--- src/rtl/cc_alu_pkg.sv ---
package cc_alu_pkg;
  localparam int DW   = 32;
  localparam int OPW  = 4;
  localparam int SZW  = 2;
  localparam int FLW  = 4;

  typedef enum logic [OPW-1:0] {
    OP_ADD  = 4'd0,  OP_ADDC = 4'd1,  OP_SUB  = 4'd2,  OP_SUBB = 4'd3,
    OP_NEG  = 4'd4,  OP_CMP  = 4'd5,  OP_INC  = 4'd6,  OP_DEC  = 4'd7,
    OP_AND  = 4'd8,  OP_OR   = 4'd9,  OP_XOR  = 4'd10, OP_MOV  = 4'd11,
    OP_FAND = 4'd12
  } alu_op_e;

  typedef struct packed {
    logic n;
    logic z;
    logic v;
    logic c;
  } flags_t;

  function automatic logic [DW-1:0] size_mask(input logic [SZW-1:0] sz);
    case (sz)
      2'd0:    size_mask = DW'(8'hFF);
      2'd1:    size_mask = DW'(16'hFFFF);
      default: size_mask = '1;
    endcase
  endfunction

  function automatic logic sign_of(input logic [DW-1:0] x, input logic [SZW-1:0] sz);
    case (sz)
      2'd0:    sign_of = x[7];
      2'd1:    sign_of = x[15];
      default: sign_of = x[DW-1];
    endcase
  endfunction
endpackage

--- src/rtl/cc_alu_addsub.sv ---
module cc_alu_addsub
  import cc_alu_pkg::*;
#(
  parameter int W = DW
) (
  input  logic [W-1:0]   a,
  input  logic [W-1:0]   b,
  input  logic           cin,
  input  logic           sub,
  input  logic [SZW-1:0] sz,
  output logic [W-1:0]   res,
  output logic           cout,
  output logic           ovf
);
  localparam int XW = W + 1;
  logic [XW-1:0] wide;
  logic sa, sb, sr;

  always_comb begin
    if (sub) wide = {1'b0, a} - {1'b0, b} - {{W{1'b0}}, cin};
    else     wide = {1'b0, a} + {1'b0, b} + {{W{1'b0}}, cin};
    res = wide[W-1:0] & size_mask(sz);
    case (sz)
      2'd0:    cout = wide[8];
      2'd1:    cout = wide[16];
      default: cout = wide[W];
    endcase
    sa  = sign_of(a, sz);
    sb  = sign_of(b, sz);
    sr  = sign_of(res, sz);
    ovf = sub ? ((sa != sb) && (sr != sa)) : ((sa == sb) && (sr != sa));
  end
endmodule

--- src/rtl/cc_alu_step.sv ---
module cc_alu_step
  import cc_alu_pkg::*;
#(
  parameter int W = DW
) (
  input  logic [W-1:0]   a,
  input  logic           dec,
  input  logic           step_two,
  input  logic [SZW-1:0] sz,
  output logic [W-1:0]   res,
  output logic           ovf
);
  logic [W-1:0] stp;
  logic sa, sr;

  always_comb begin
    stp = ((sz == 2'd0) || !step_two) ? W'(1) : W'(2);
    res = (dec ? (a - stp) : (a + stp)) & size_mask(sz);
    sa  = sign_of(a, sz);
    sr  = sign_of(res, sz);
    ovf = dec ? (sa && !sr) : (!sa && sr);
  end
endmodule

--- src/rtl/cc_alu_logic.sv ---
module cc_alu_logic
  import cc_alu_pkg::*;
#(
  parameter int W = DW
) (
  input  logic [W-1:0]   a,
  input  logic [W-1:0]   b,
  input  logic [OPW-1:0] op,
  output logic [W-1:0]   res
);
  always_comb begin
    case (op)
      OP_AND:  res = a & b;
      OP_OR:   res = a | b;
      OP_XOR:  res = a ^ b;
      default: res = b;
    endcase
  end
endmodule

--- src/rtl/cc_alu.sv ---
module cc_alu
  import cc_alu_pkg::*;
(
  input  logic             clk,
  input  logic             rst,
  input  logic             op_valid,
  input  logic [OPW-1:0]   op_code,
  input  logic [SZW-1:0]   size_sel,
  input  logic             step_two,
  input  logic [DW-1:0]    dst_opnd,
  input  logic [DW-1:0]    src_opnd,
  output logic [DW-1:0]    res_q,
  output logic             res_we_q,
  output logic [FLW-1:0]   flags_q
);
  flags_t        fl_q, fl_nx;
  logic [DW-1:0] a_m, b_m, as_a, as_res, st_res, lg_res, res_nx;
  logic          as_sub, as_cin, as_c, as_v, st_v, we_nx;

  assign a_m  = dst_opnd & size_mask(size_sel);
  assign b_m  = src_opnd & size_mask(size_sel);
  assign as_a = (op_code == OP_NEG) ? '0 : a_m;
  assign as_sub = (op_code == OP_SUB) || (op_code == OP_SUBB) ||
                  (op_code == OP_NEG) || (op_code == OP_CMP);
  assign as_cin = ((op_code == OP_ADDC) || (op_code == OP_SUBB)) ? fl_q.c : 1'b0;

  cc_alu_addsub #(.W(DW)) u_addsub (
    .a(as_a), .b(b_m), .cin(as_cin), .sub(as_sub), .sz(size_sel),
    .res(as_res), .cout(as_c), .ovf(as_v)
  );

  cc_alu_step #(.W(DW)) u_step (
    .a(a_m), .dec(op_code == OP_DEC), .step_two(step_two), .sz(size_sel),
    .res(st_res), .ovf(st_v)
  );

  cc_alu_logic #(.W(DW)) u_logic (
    .a(a_m), .b(b_m), .op(op_code), .res(lg_res)
  );

  always_comb begin
    fl_nx  = fl_q;
    res_nx = '0;
    we_nx  = 1'b0;
    case (op_code)
      OP_ADD, OP_ADDC, OP_SUB, OP_SUBB, OP_NEG, OP_CMP: begin
        res_nx  = as_res;
        we_nx   = (op_code != OP_CMP);
        fl_nx.n = sign_of(as_res, size_sel);
        fl_nx.z = (as_res == '0);
        fl_nx.v = as_v;
        fl_nx.c = as_c;
      end
      OP_INC, OP_DEC: begin
        res_nx  = st_res;
        we_nx   = 1'b1;
        fl_nx.n = sign_of(st_res, size_sel);
        fl_nx.z = (st_res == '0);
        fl_nx.v = st_v;
      end
      OP_AND, OP_OR, OP_XOR, OP_MOV: begin
        res_nx  = lg_res;
        we_nx   = 1'b1;
        fl_nx.n = sign_of(lg_res, size_sel);
        fl_nx.z = (lg_res == '0);
        fl_nx.v = 1'b0;
      end
      OP_FAND: fl_nx = fl_q & flags_t'(src_opnd[FLW-1:0]);
      default: ;
    endcase
  end

  always_ff @(posedge clk) begin
    if (rst) begin
      fl_q     <= '0;
      res_q    <= '0;
      res_we_q <= 1'b0;
    end else begin
      res_we_q <= op_valid && we_nx;
      if (op_valid) begin
        fl_q <= fl_nx;
        if (we_nx) res_q <= res_nx;
      end
    end
  end

  assign flags_q = fl_q;

  assert_z_tracks_result_R2: assert property (@(posedge clk) disable iff (rst)
    res_we_q |-> (flags_q[2] == (res_q == '0)));

  assert_cmp_no_write_R7: assert property (@(posedge clk) disable iff (rst)
    (op_valid && op_code == OP_CMP) |=> (!res_we_q && $stable(res_q)));

  assert_carry_kept_R8: assert property (@(posedge clk) disable iff (rst)
    (op_valid && (op_code == OP_INC || op_code == OP_DEC)) |=> $stable(flags_q[0]));

  assert_logic_flags_R9: assert property (@(posedge clk) disable iff (rst)
    (op_valid && op_code >= OP_AND && op_code <= OP_MOV) |=> (!flags_q[1] && $stable(flags_q[0])));

  assert_flag_mask_R10: assert property (@(posedge clk) disable iff (rst)
    (op_valid && op_code == OP_FAND) |=> (flags_q == ($past(flags_q) & $past(src_opnd[FLW-1:0]))));

  assert_idle_hold_R11: assert property (@(posedge clk) disable iff (rst)
    !op_valid |=> ($stable(flags_q) && $stable(res_q) && !res_we_q));
endmodule

--- config.mk ---
export PLATFORM = sky130hd
export DESIGN_NAME = cc_alu
export DESIGN_NICKNAME = d
export VERILOG_FILES = /design/src/rtl/cc_alu_pkg.sv /design/src/rtl/cc_alu_addsub.sv /design/src/rtl/cc_alu_step.sv /design/src/rtl/cc_alu_logic.sv /design/src/rtl/cc_alu.sv
export SDC_FILE = /design/constraint.sdc
export NUM_CORES = 1
export LEC_CHECK = 0
export ABC_AREA = 1
export CORE_MARGIN = 2
export CORE_UTILIZATION = 40
export CTS_CLUSTER_SIZE = 8
export DETAILED_ROUTE_END_ITERATION = 8
export DONT_BUFFER_PORTS = 1
export PLACE_DENSITY_LB_ADDON = 0.12
export SLEW_MARGIN = 15
export SYNTH_ARGS = -nofsm -noshare
export SYNTH_HDL_FRONTEND = slang
export SYNTH_SLANG_ARGS = --single-unit
--- constraint.sdc ---
create_clock -name clk -period 4 [get_ports clk]
set_input_delay 0.4 -clock clk [delete_from_list [all_inputs] [get_ports clk]]
set_output_delay 0.4 -clock clk [all_outputs]
set_load 0.03 [all_outputs]
Yosys cells after proc, flatten, opt, wreduce, memory -nomap -nowiden --
Cells that the tools add are included.
Storage, ports and cells: RAM bits 0, register bits 37, latch bits 0, logic and storage cells 84, memories kept 0, bits in read-only memories 0
Operators by class: reductions and logical operators 27, multiply operators 0, equal/unequal tests 17, magnitude comparators 0, add/sub/neg operators 6, bitwise gates (word level) 8, shift operators 0, div/mod/pow operators 0, multiplexer cells 20
Operators by type and width (count):
- 32-bit case mux with 3 select lines | 2
- 32-bit bitwise AND | 5
- 32-bit logical NOT | 3
- 32-bit two-way mux | 2
- 32-bit case mux with 2 select lines | 1
- 32-bit by 32-bit adder with 33-bit output | 1
- 33-bit by 1-bit adder with 33-bit output | 1
- 33-bit two-way mux | 1
- 32-bit by 32-bit subtractor with 33-bit output | 1
- 33-bit by 1-bit subtractor with 33-bit output | 1
- 32-bit adder | 1
- 32-bit OR | 1
- 32-bit subtractor | 1
- 32-bit bitwise XOR | 1
- 4-bit equality test, second input constant | 5
- 1-bit case mux with 2 select lines | 9
- 4-bit by 3-bit equality test with 1-bit output, second input constant | 4
- 3-bit case mux with 4 select lines | 1
- 6-bit OR reduction | 2
- 4-bit by 2-bit equality test with 1-bit output, second input constant | 2
- 2-bit AND reduction | 3
- 1-bit logical AND | 5
- 1-bit logical OR | 5
- 4-bit bitwise AND | 1
- 14 further kinds | 19

Logic depth before layout (Yosys ltp) --
Gate-level depths: netlist of the first run.
word-level depth 13, mapped depth 30, gate-level depth less buffers 28

Hierarchy --
From an unflattened synthesis of the first run, not the netlist that was laid out.
Second synthesis, totals: cells, all modules 2235, area total of the unflattened synthesis 12525.8 um^2
Modules (own cells, without submodules):
- cc_alu_addsub | area each 5361.4 um^2, times used 1, cells an instance 995
- cc_alu | area each 2842.7 um^2, times used 1, cells an instance 522
- cc_alu_logic | area each 2173.3 um^2, times used 1, cells an instance 320
- cc_alu_step | area each 2148.3 um^2, times used 1, cells an instance 398

Least setup slack after synthesis of the first run --
OpenSTA, ideal clock, no wires.
path type input port to flip-flop, start in size_sel[1], end reg fl_q (netlist bit flags_q[2]), setup time 0.117 ns, setup slack 0.204 ns, path buffers 4, arrival time 3.679 ns, stages 24, cell sequence buf_2 clkbuf_1 clkbuf_1 clkbuf_1 nand2_1 nor2_1 inv_1 ha_1 inv_1 ha_1 a21oi_1 o21ai_0 a21oi_1 nor2_1 nor2_1 nand3_1 nand3_1 nand3_1 nand2_1 inv_1 nand3_1 nor2_1 nor2_1 nor2_1
On the way: word-level cells in the longest chain between the ends 10, elaborated cells between the ends (all ways) 26
Ends and longest elaborated chain:
- from (decl) | line cc_alu.sv:8 | input logic [SZW-1:0] size_sel,
- 2-bit by 1-bit equality test with 1-bit output or 2-bit logical NOT (tied branches) | line cc_alu_pkg.sv:22, cc_alu_step.sv:17
- 32-bit case mux with 2 select lines | line cc_alu_pkg.sv:22 | case (sz)
- 32-bit bitwise AND | line cc_alu.sv:20 | assign a_m = dst_opnd & size_mask(size_sel);
- 32-bit two-way mux | line cc_alu.sv:22 | assign as_a = (op_code == OP_NEG) ? '0 : a_m;
- 32-bit by 32-bit adder with 33-bit output or 32-bit by 32-bit subtractor with 33-bit output (tied branches) | line cc_alu_addsub.sv:21, cc_alu_addsub.sv:20
- 33-bit by 1-bit adder with 33-bit output or 33-bit by 1-bit subtractor with 33-bit output (tied branches) | line cc_alu_addsub.sv:21, cc_alu_addsub.sv:20
- 33-bit two-way mux | line cc_alu_addsub.sv:20 | if (sub) wide = {1'b0, a} - {1'b0, b} - {{W{1'b0}}, cin};
- 32-bit bitwise AND | line cc_alu_addsub.sv:22 | res = wide[W-1:0] & size_mask(sz);
- 32-bit logical NOT | line cc_alu.sv:50 | fl_nx.z = (as_res == '0);
- 3-bit case mux with 4 select lines (*) | line cc_alu.sv:45 | case (op_code)
- to (signal assigned) | line cc_alu.sv:81 | fl_q <= fl_nx;
- to (decl) | line cc_alu.sv:16 | flags_t fl_q, fl_nx;
Every way passes the cells marked *; elsewhere a longest branch is shown, timed or not. A chain may end at the register's enable or synchronous reset.

Final worst setup path of the first run --
start in size_sel[1], end reg res_q[24]
On the way: word-level cells in the longest chain between the ends 9, elaborated cells between the ends (all ways) 23
Ends and longest elaborated chain:
- 2-bit by 1-bit equality test with 1-bit output or 2-bit logical NOT (tied branches) | line cc_alu_pkg.sv:22, cc_alu_step.sv:17
- 32-bit case mux with 2 select lines | line cc_alu_pkg.sv:22
- 32-bit bitwise AND | line cc_alu.sv:20
- 32-bit two-way mux | line cc_alu.sv:22
- 32-bit by 32-bit adder with 33-bit output or 32-bit by 32-bit subtractor with 33-bit output (tied branches) | line cc_alu_addsub.sv:21, cc_alu_addsub.sv:20
- 33-bit by 1-bit adder with 33-bit output or 33-bit by 1-bit subtractor with 33-bit output (tied branches) | line cc_alu_addsub.sv:21, cc_alu_addsub.sv:20
- 33-bit two-way mux | line cc_alu_addsub.sv:20
- 32-bit bitwise AND | line cc_alu_addsub.sv:22
- 32-bit case mux with 3 select lines (*) | line cc_alu.sv:45
- to (signal assigned) | line cc_alu.sv:82 | if (we_nx) res_q <= res_nx;
- to (decl) | line cc_alu.sv:12 | output logic [DW-1:0] res_q,
Marks and branches as above.

==> results of run 1 <==
[critical path, delay by kind of cell]
family	cells	cell delay [ns]
buf+inv	6	0.69
compound gates	4	0.96
fa+ha+maj	2	0.73
simple gates	10	1.15
[registers in the layout (all words and copies together), names as in the netlist]
register  cells
flags_q       4
res_we_q      1
res_q        32
[cell type report]
class | count | area [µm²] | share of cell area
clock inverters | 3 | 68.82 | 0.005052
inverters | 469 | 1760 | 0.1292
multi-input cells | 1870 | 10010 | 0.7349
flip-flops and latches | 37 | 740.7 | 0.05438
clock buffers | 5 | 125.1 | 0.009185
repair buffers | 50 | 412.9 | 0.03031
well taps | 402 | 503.0 | 0.03692
[worst max path at each step]
stage	startpoint	to	slack, ns
2_1_floorplan	size_sel[1]	flags_q[2]	0.20
3_3_place_gp	op_code[2]	res_q[24]	0.007
3_5_place_dp	size_sel[1]	res_q[24]	-0.04
4_1_cts	size_sel[1]	res_q[24]	0.25
5_1_grt	size_sel[1]	flags_q[2]	0.02
6_report	size_sel[1]	res_q[24]	0.20
[kinds of logic after synthesis]
family,count (synthesis),synth area share
adders and majority gates,191,0.1905
xor gates and xnor gates,10,0.006875
and+or+nand+nor,1344,0.4397
buffers and inverters,524,0.1584
DFF,37,0.05814
AOI/OAI and AO/OA,325,0.1463
[synth_stat cells (all sizes together), types with 5 or more instances]
master	instances
xor2	7
nand3b	19
o21bai	13
nand2	706
a21oi	133
nand4	34
o2111ai	14
fa	5
nor2	326
o21ai	109
o211ai	11
nor3	17
buf	27
a221oi	5
inv	468
o22ai	13
a31oi	9
nand3	232
clkbuf	28
ha	186
dfxtp	37
[report_power, final]
group	internal, mW	leakage, nW	total (mW)	switching, mW
Clock	0.360	0.0944	0.540	0.180
Combinational	0.581	7.28	1.91	1.32
Sequential	0.395	0.304	0.474	0.0794
[placed cells by master, fill, tap and decap left out, types with 13 or more instances in the layout]
cell,n
o21ai_0,102
nand3_1,230
nand3b_1,19
dfxtp_1,37
nand4_1,34
nor2_1,318
nor3_1,15
nand2_1,697
inv_1,462
a21oi_1,131
ha_1,186
o22ai_1,13
buf_4,47
o21bai_1,13
o2111ai_1,14
[metal layers]
metal  vias up  share of wire  track usage
li1       7718              -            -
met2       576           0.47       0.6017
met1      7142           0.42       0.4487
met4         0          0.045       0.1403
met3       102          0.064      0.02714
met5         -              0            0
[metrics by stage]
step	setup WS [ns]	total power, mW	area [µm²]
floorplan	0.2036	1.742	12740
global placement	0.007042	2.329	13410
detailed placement	-0.03816	2.333	13410
CTS	0.2488	2.875	13600
global route	0.01859	3.135	13620
finish	0.2038	2.920	13620
==> metrics.txt, run 1 <==
outcome finished clean; Area Overhead vs Synth 6.924%; initial antenna violation count 0; R2R Path Start flags_q[0]; reg-to-reg setup timing slack 0.57 ns; WP data arrival 3.98 ns; Synth Cell Area approximately 13000 µm²; antenna cells 0; number of global-route vias before repair between 10000 and 15000; row count between 60 and 70; Die W about 180 µm; relative slew slack 0.3655; leading post-synthesis cells by cell area nand2_1 21%, ha_1 18%, inv_1 14%; Post-Syn Area per Cell about 5.2 µm²; Slew Viols, Final 0; setup_tns 0 ns; Non-Filler Instances approximately 2800; Syn Nets roughly 2700; CP cell instances nor2_1, buf_12, nor2_1, inv_1, nor2_1, inv_1, ha_1, inv_1, ha_1, nand2_1, inv_1, a21oi_1, o21ai_0, nand2_1, nand3_1, nand2_1, nand3_1, nand3_1, nor2_1, o21ai_0, buf_4, a21oi_1; Async S/R FF share, synth 0; crit path kind primary input to flop; core area 31470 µm²; number of buffers created by CTS 5; period utilization 0.9490; total number of vias around 16000; number of synthesized flops with an enable pin 0; Worst path slowest cell o21ai_0; number of remaining DRC errors 0; Yosys warning count 0; HP Start rst; largest net degree at the start of global routing 74; wirelength, routed 59.36 mm; Startpoint Class primary input; post-synthesis register bit count 37; Initial Util 0.4048; first-pass GRT wire length 88.02 mm; Netlist cell types between 50 and 60; Placed Cells incl. Taps around 2800; CTS Root Cell clkbuf_16; Final Hold Viols 0; IO buf count 0; Tmin final 3.796 ns; pwr dens ~210 nW/µm²; Vias/cell about 5.5; CTS Buffer Depth 2; detailed-route wire length per cell between 20 and 25 µm; post-layout util 0.4328; DRT antenna net count 0; layout cells sized above 1 0.03944; unrepaired setup endpoints after global routing no; Post CTS Setup Buffer Count 0; initial drt markers roughly 1300; Die H approximately 180 µm; hold path depth 1; Max stage delay on crit path a little over 0.4 ns; Synth top area share 0.2054; Fill cells between 3000 and 4000; gp weighted congestion 1.014; CP endpoint kind flop; Tightest Pin Transition roughly 0.95 ns; Max IR drop VDD ~0.00017 V; Synth Flop Type dfxtp_1; CP max FO 73; worst-case clock skew approximately 0.0038 ns; clock-pin slew on the worst setup and hold paths ~0.060 ns; Syn Inst Count 2431; dpl hpwl 50.77 mm; P_leak roughly 7.7 nW; # H-tree levels 2; Total GRT Usage 0.3486; clock sink total 37; # resized after CTS 0; TritonCTS clock tree built; GRT Residual Overflow 0; endpoints failing setup 0; Fin Hold WS 0.1719 ns; I/O pin count roughly 110; Worst-Skew Late Latency approximately 0.29 ns; Max Cap Viol 0; HP Class primary input to flop; Worst R2R Path Depth 19; Worst Hold Path EP res_q[15]; nets@finish around 2700; total die area around 33000 µm²; CP required approximately 4.2 ns; f_max around 260 MHz; Seq/Total Area, Yosys 0.05814; leading area contributor after synthesis nand2_1; hold bufs inserted after CTS 0; r2r endpoint res_q[24]; DR pass1 iterations 6
No activity file was read; power rests on OpenSTA's default activity.
==> run 2, diff against run 1 <==
CORE_UTILIZATION = 53   (was 40)
MAX_ROUTING_LAYER = met4   (was unset)
==> metrics.txt, run 2 (synthesis gave the netlist of run 1 again) <==
layout cells sized above 1 0.03901 (was 0.03944); multi-input combinational cell area 10000 µm² (was 10010 µm²); Initial Util 0.5411 (was 0.4048); Max Cap Viol 0 (unchanged); Max stage delay on crit path 0.41 ns (about the same); Tmin final 3.788 ns (was 3.796 ns); DR pass1 iterations 8 (was 6); Largest delay share family, worst path simple AND/OR/NAND/NOR gates (unchanged); I/O pin count 111 (unchanged); largest net degree at the start of global routing 74 (unchanged); total number of vias 16250 (was 15540); max FFs per register 32 (unchanged); detailed-route wire length per cell 19.85 µm (was 20.93 µm); final worst slack 0.2120 ns (was 0.2038 ns); worst-case clock skew 0.007185 ns (was 0.003765 ns); Tightest Pin Transition 1.017 ns (was 0.9506 ns); number of global-route vias before repair 15010 (was 14590); CP required 4.19 ns (was 4.18 ns); Die H 159.0 µm (was 182.5 µm); setup_tns 0 ns (unchanged); CTS Root Cell clkbuf_16 (unchanged); CTS Buffer Depth 2 (unchanged); P_leak 7.668 nW (was 7.678 nW); number of buffers created by CTS 5 (unchanged); CP cell instances inv_2, nor2_1, nand2_1, inv_1, buf_12, nor2_1, inv_1, ha_1, inv_1, ha_1, nand2_1, nor2_2, inv_1, nor2_2, nand3_1, nand4_1, nand3_1, nand3_1, nor2_1, o21ai_0, buf_4, a21oi_1 (was nor2_1, buf_12, nor2_1, inv_1, nor2_1, inv_1, ha_1, inv_1, ha_1, nand2_1, inv_1, a21oi_1, o21ai_0, nand2_1, nand3_1, nand2_1, nand3_1, nand3_1, nor2_1, o21ai_0, buf_4, a21oi_1); CP most frequent cell inv_1; core area 23540 µm² (was 31470 µm²); initial antenna violation count 2 (was 0); gp weighted congestion 1.082 (was 1.014); first-pass GRT wire length 83.02 mm (was 88.02 mm); row count 56 (was 65); number of remaining DRC errors 0 (unchanged); crit path kind primary input to flop (unchanged); Slew Viols, Final 0 (unchanged); most common cell after layout, fill and taps aside nand2_1 (unchanged); GRT Residual Overflow 0 (unchanged); Non-Filler Instances 2757 (was 2836); Worst path slowest cell ha_1 (was o21ai_0); WP buf/inv 7 (was 6); CP max FO 24 (was 73); relative slew slack 0.3212 (was 0.3655); outcome finished clean (unchanged); Worst-Skew Late Latency 0.29 ns (about the same); GR met2 Demand/Resource 0.6923 (was 0.6017); grt peak-use layer met2 (unchanged); Final Hold Viols 0 (unchanged); Area Overhead vs Synth 5.755% (was 6.924%); commonest cells after routing, fill and taps aside 697 x nand2_1, 462 x inv_1, 318 x nor2_1, 230 x nand3_1, 186 x ha_1 (unchanged); unrepaired setup endpoints after global routing no (unchanged); Reg area 740.7 µm² (unchanged); # H-tree levels 2 (unchanged); initial drt markers 2355 (was 1325); Die W 159.0 µm (was 182.5 µm); Placed Cells incl. Taps 2746 (was 2828); met1 Usage GRT 0.5227 (was 0.4487); hold bufs inserted after CTS 0 (unchanged); period utilization 0.9470 (was 0.9490); TritonCTS clock tree built (unchanged); met3 usage 0.06304 (was 0.02714); Startpoint Class primary input (unchanged); total die area 25290 µm² (was 33290 µm²); nets@finish 2699 (was 2698); DRT antenna net count 0 (unchanged); register with the most flip-flops res_q (unchanged); wirelength, routed 54.73 mm (was 59.36 mm); IO buf count 0 (unchanged); pwr dens 209.8 nW/µm² (was 214.4 nW/µm²); Total GRT Usage 0.4285 (was 0.3486); endpoints failing setup 0 (unchanged); f_max 264.0 MHz (was 263.4 MHz); Max IR drop VDD 0.0001967 V (was 0.0001704 V); clock-pin slew on the worst setup and hold paths 0.07 ns (was 0.06 ns); worst slack at placement -0.1302 ns (was -0.03816 ns); Fill cells 2553 (was 3672); dpl hpwl 46.16 mm (was 50.77 mm); HP Class primary input to flop (unchanged); CP endpoint kind flop (unchanged); clock sink total 37 (unchanged); WP data arrival 3.98 ns (about the same); Vias/cell 5.895 (was 5.479)
[run 2: cell count changes in the layout (fill, tap and decap cells not counted), moves of 2 or more]
cell / before / now
buf_4: 47 / 50
buf_12: 3 / 1
diode_2: 0 / 3
nor3_1: 15 / 17
nor3_2: 2 / 0
[run 2: worst register-to-register path: stages, from the launching register on]
cell and delay, ns:
dfxtp_1 0.37, nand3_1 0.17, inv_1 0.11, fa_1 0.28, inv_1 0.08, fa_1 0.40
inv_1 0.20, nand2_1 0.11, nand2_1 0.21, nand2_1 0.11, nand2_1 0.17, nand3_1 0.18
nand3_1 0.16, nand2_1 0.06, nand3_1 0.15, nand3_1 0.14, nor2_1 0.10, o21ai_0 0.08
buf_4 0.16, a21oi_1 0.10
[run 2: what timing repair did]
item / in CTS / in global routing
setup endpoints to repair: 0 / 2
gates resized for setup: 0 / 5
endpoints found under the hold margin: 0 / 0
buffers inserted: 0 / 0
[run 2: layout make-up]
cell class              count  share of cell area
repair buffers             51             0.02935
multi-input cells        1870              0.7423
inverters                 469              0.1307
clock inverters             3            0.003250
clock buffers               5            0.009287
flip-flops and latches     37             0.05498
diodes                      3           0.0005572
well taps                 319             0.02962
[run 2: metal layers]
metal,up-vias,share of wire
li1,7728,-
met1,7328,0.39
met2,985,0.45
met3,211,0.10
met4,0,0.060
met5,-,0
[run 2: worst paths after layout]
kind | from | endpoint | slack, ns | cells after the start
min | rst | res_q[15] | 0.16 | 1
min reg2reg | res_q[15] | res_q[15] | 0.62 | 2
max reg2reg | flags_q[0] | res_q[24] | 0.60 | 19
max | op_code[2] | res_q[22] | 0.21 | 22
[run 2: through the flow]
stage | total power, mW | utilization | hold slack [ns] | cell area (µm²)
finish | 2.826 | 0.5723 | 0.1620 | 13470
detailed placement | 2.268 | 0.5643 | 0.4729 | 13280
global route | 3.018 | 0.5723 | 0.1610 | 13470
global placement | 2.244 | 0.5643 | 0.4715 | 13280
floorplan | 1.742 | - | 0.5947 | 12740
CTS | 2.746 | 0.5714 | 0.1630 | 13450
[run 2: where the power goes]
group	switching [mW]	leakage (nW)	total, mW	internal, mW
registers	0.0805	0.304	0.475	0.395
logic	1.29	7.28	1.87	0.580
clock network	0.186	0.0842	0.482	0.296
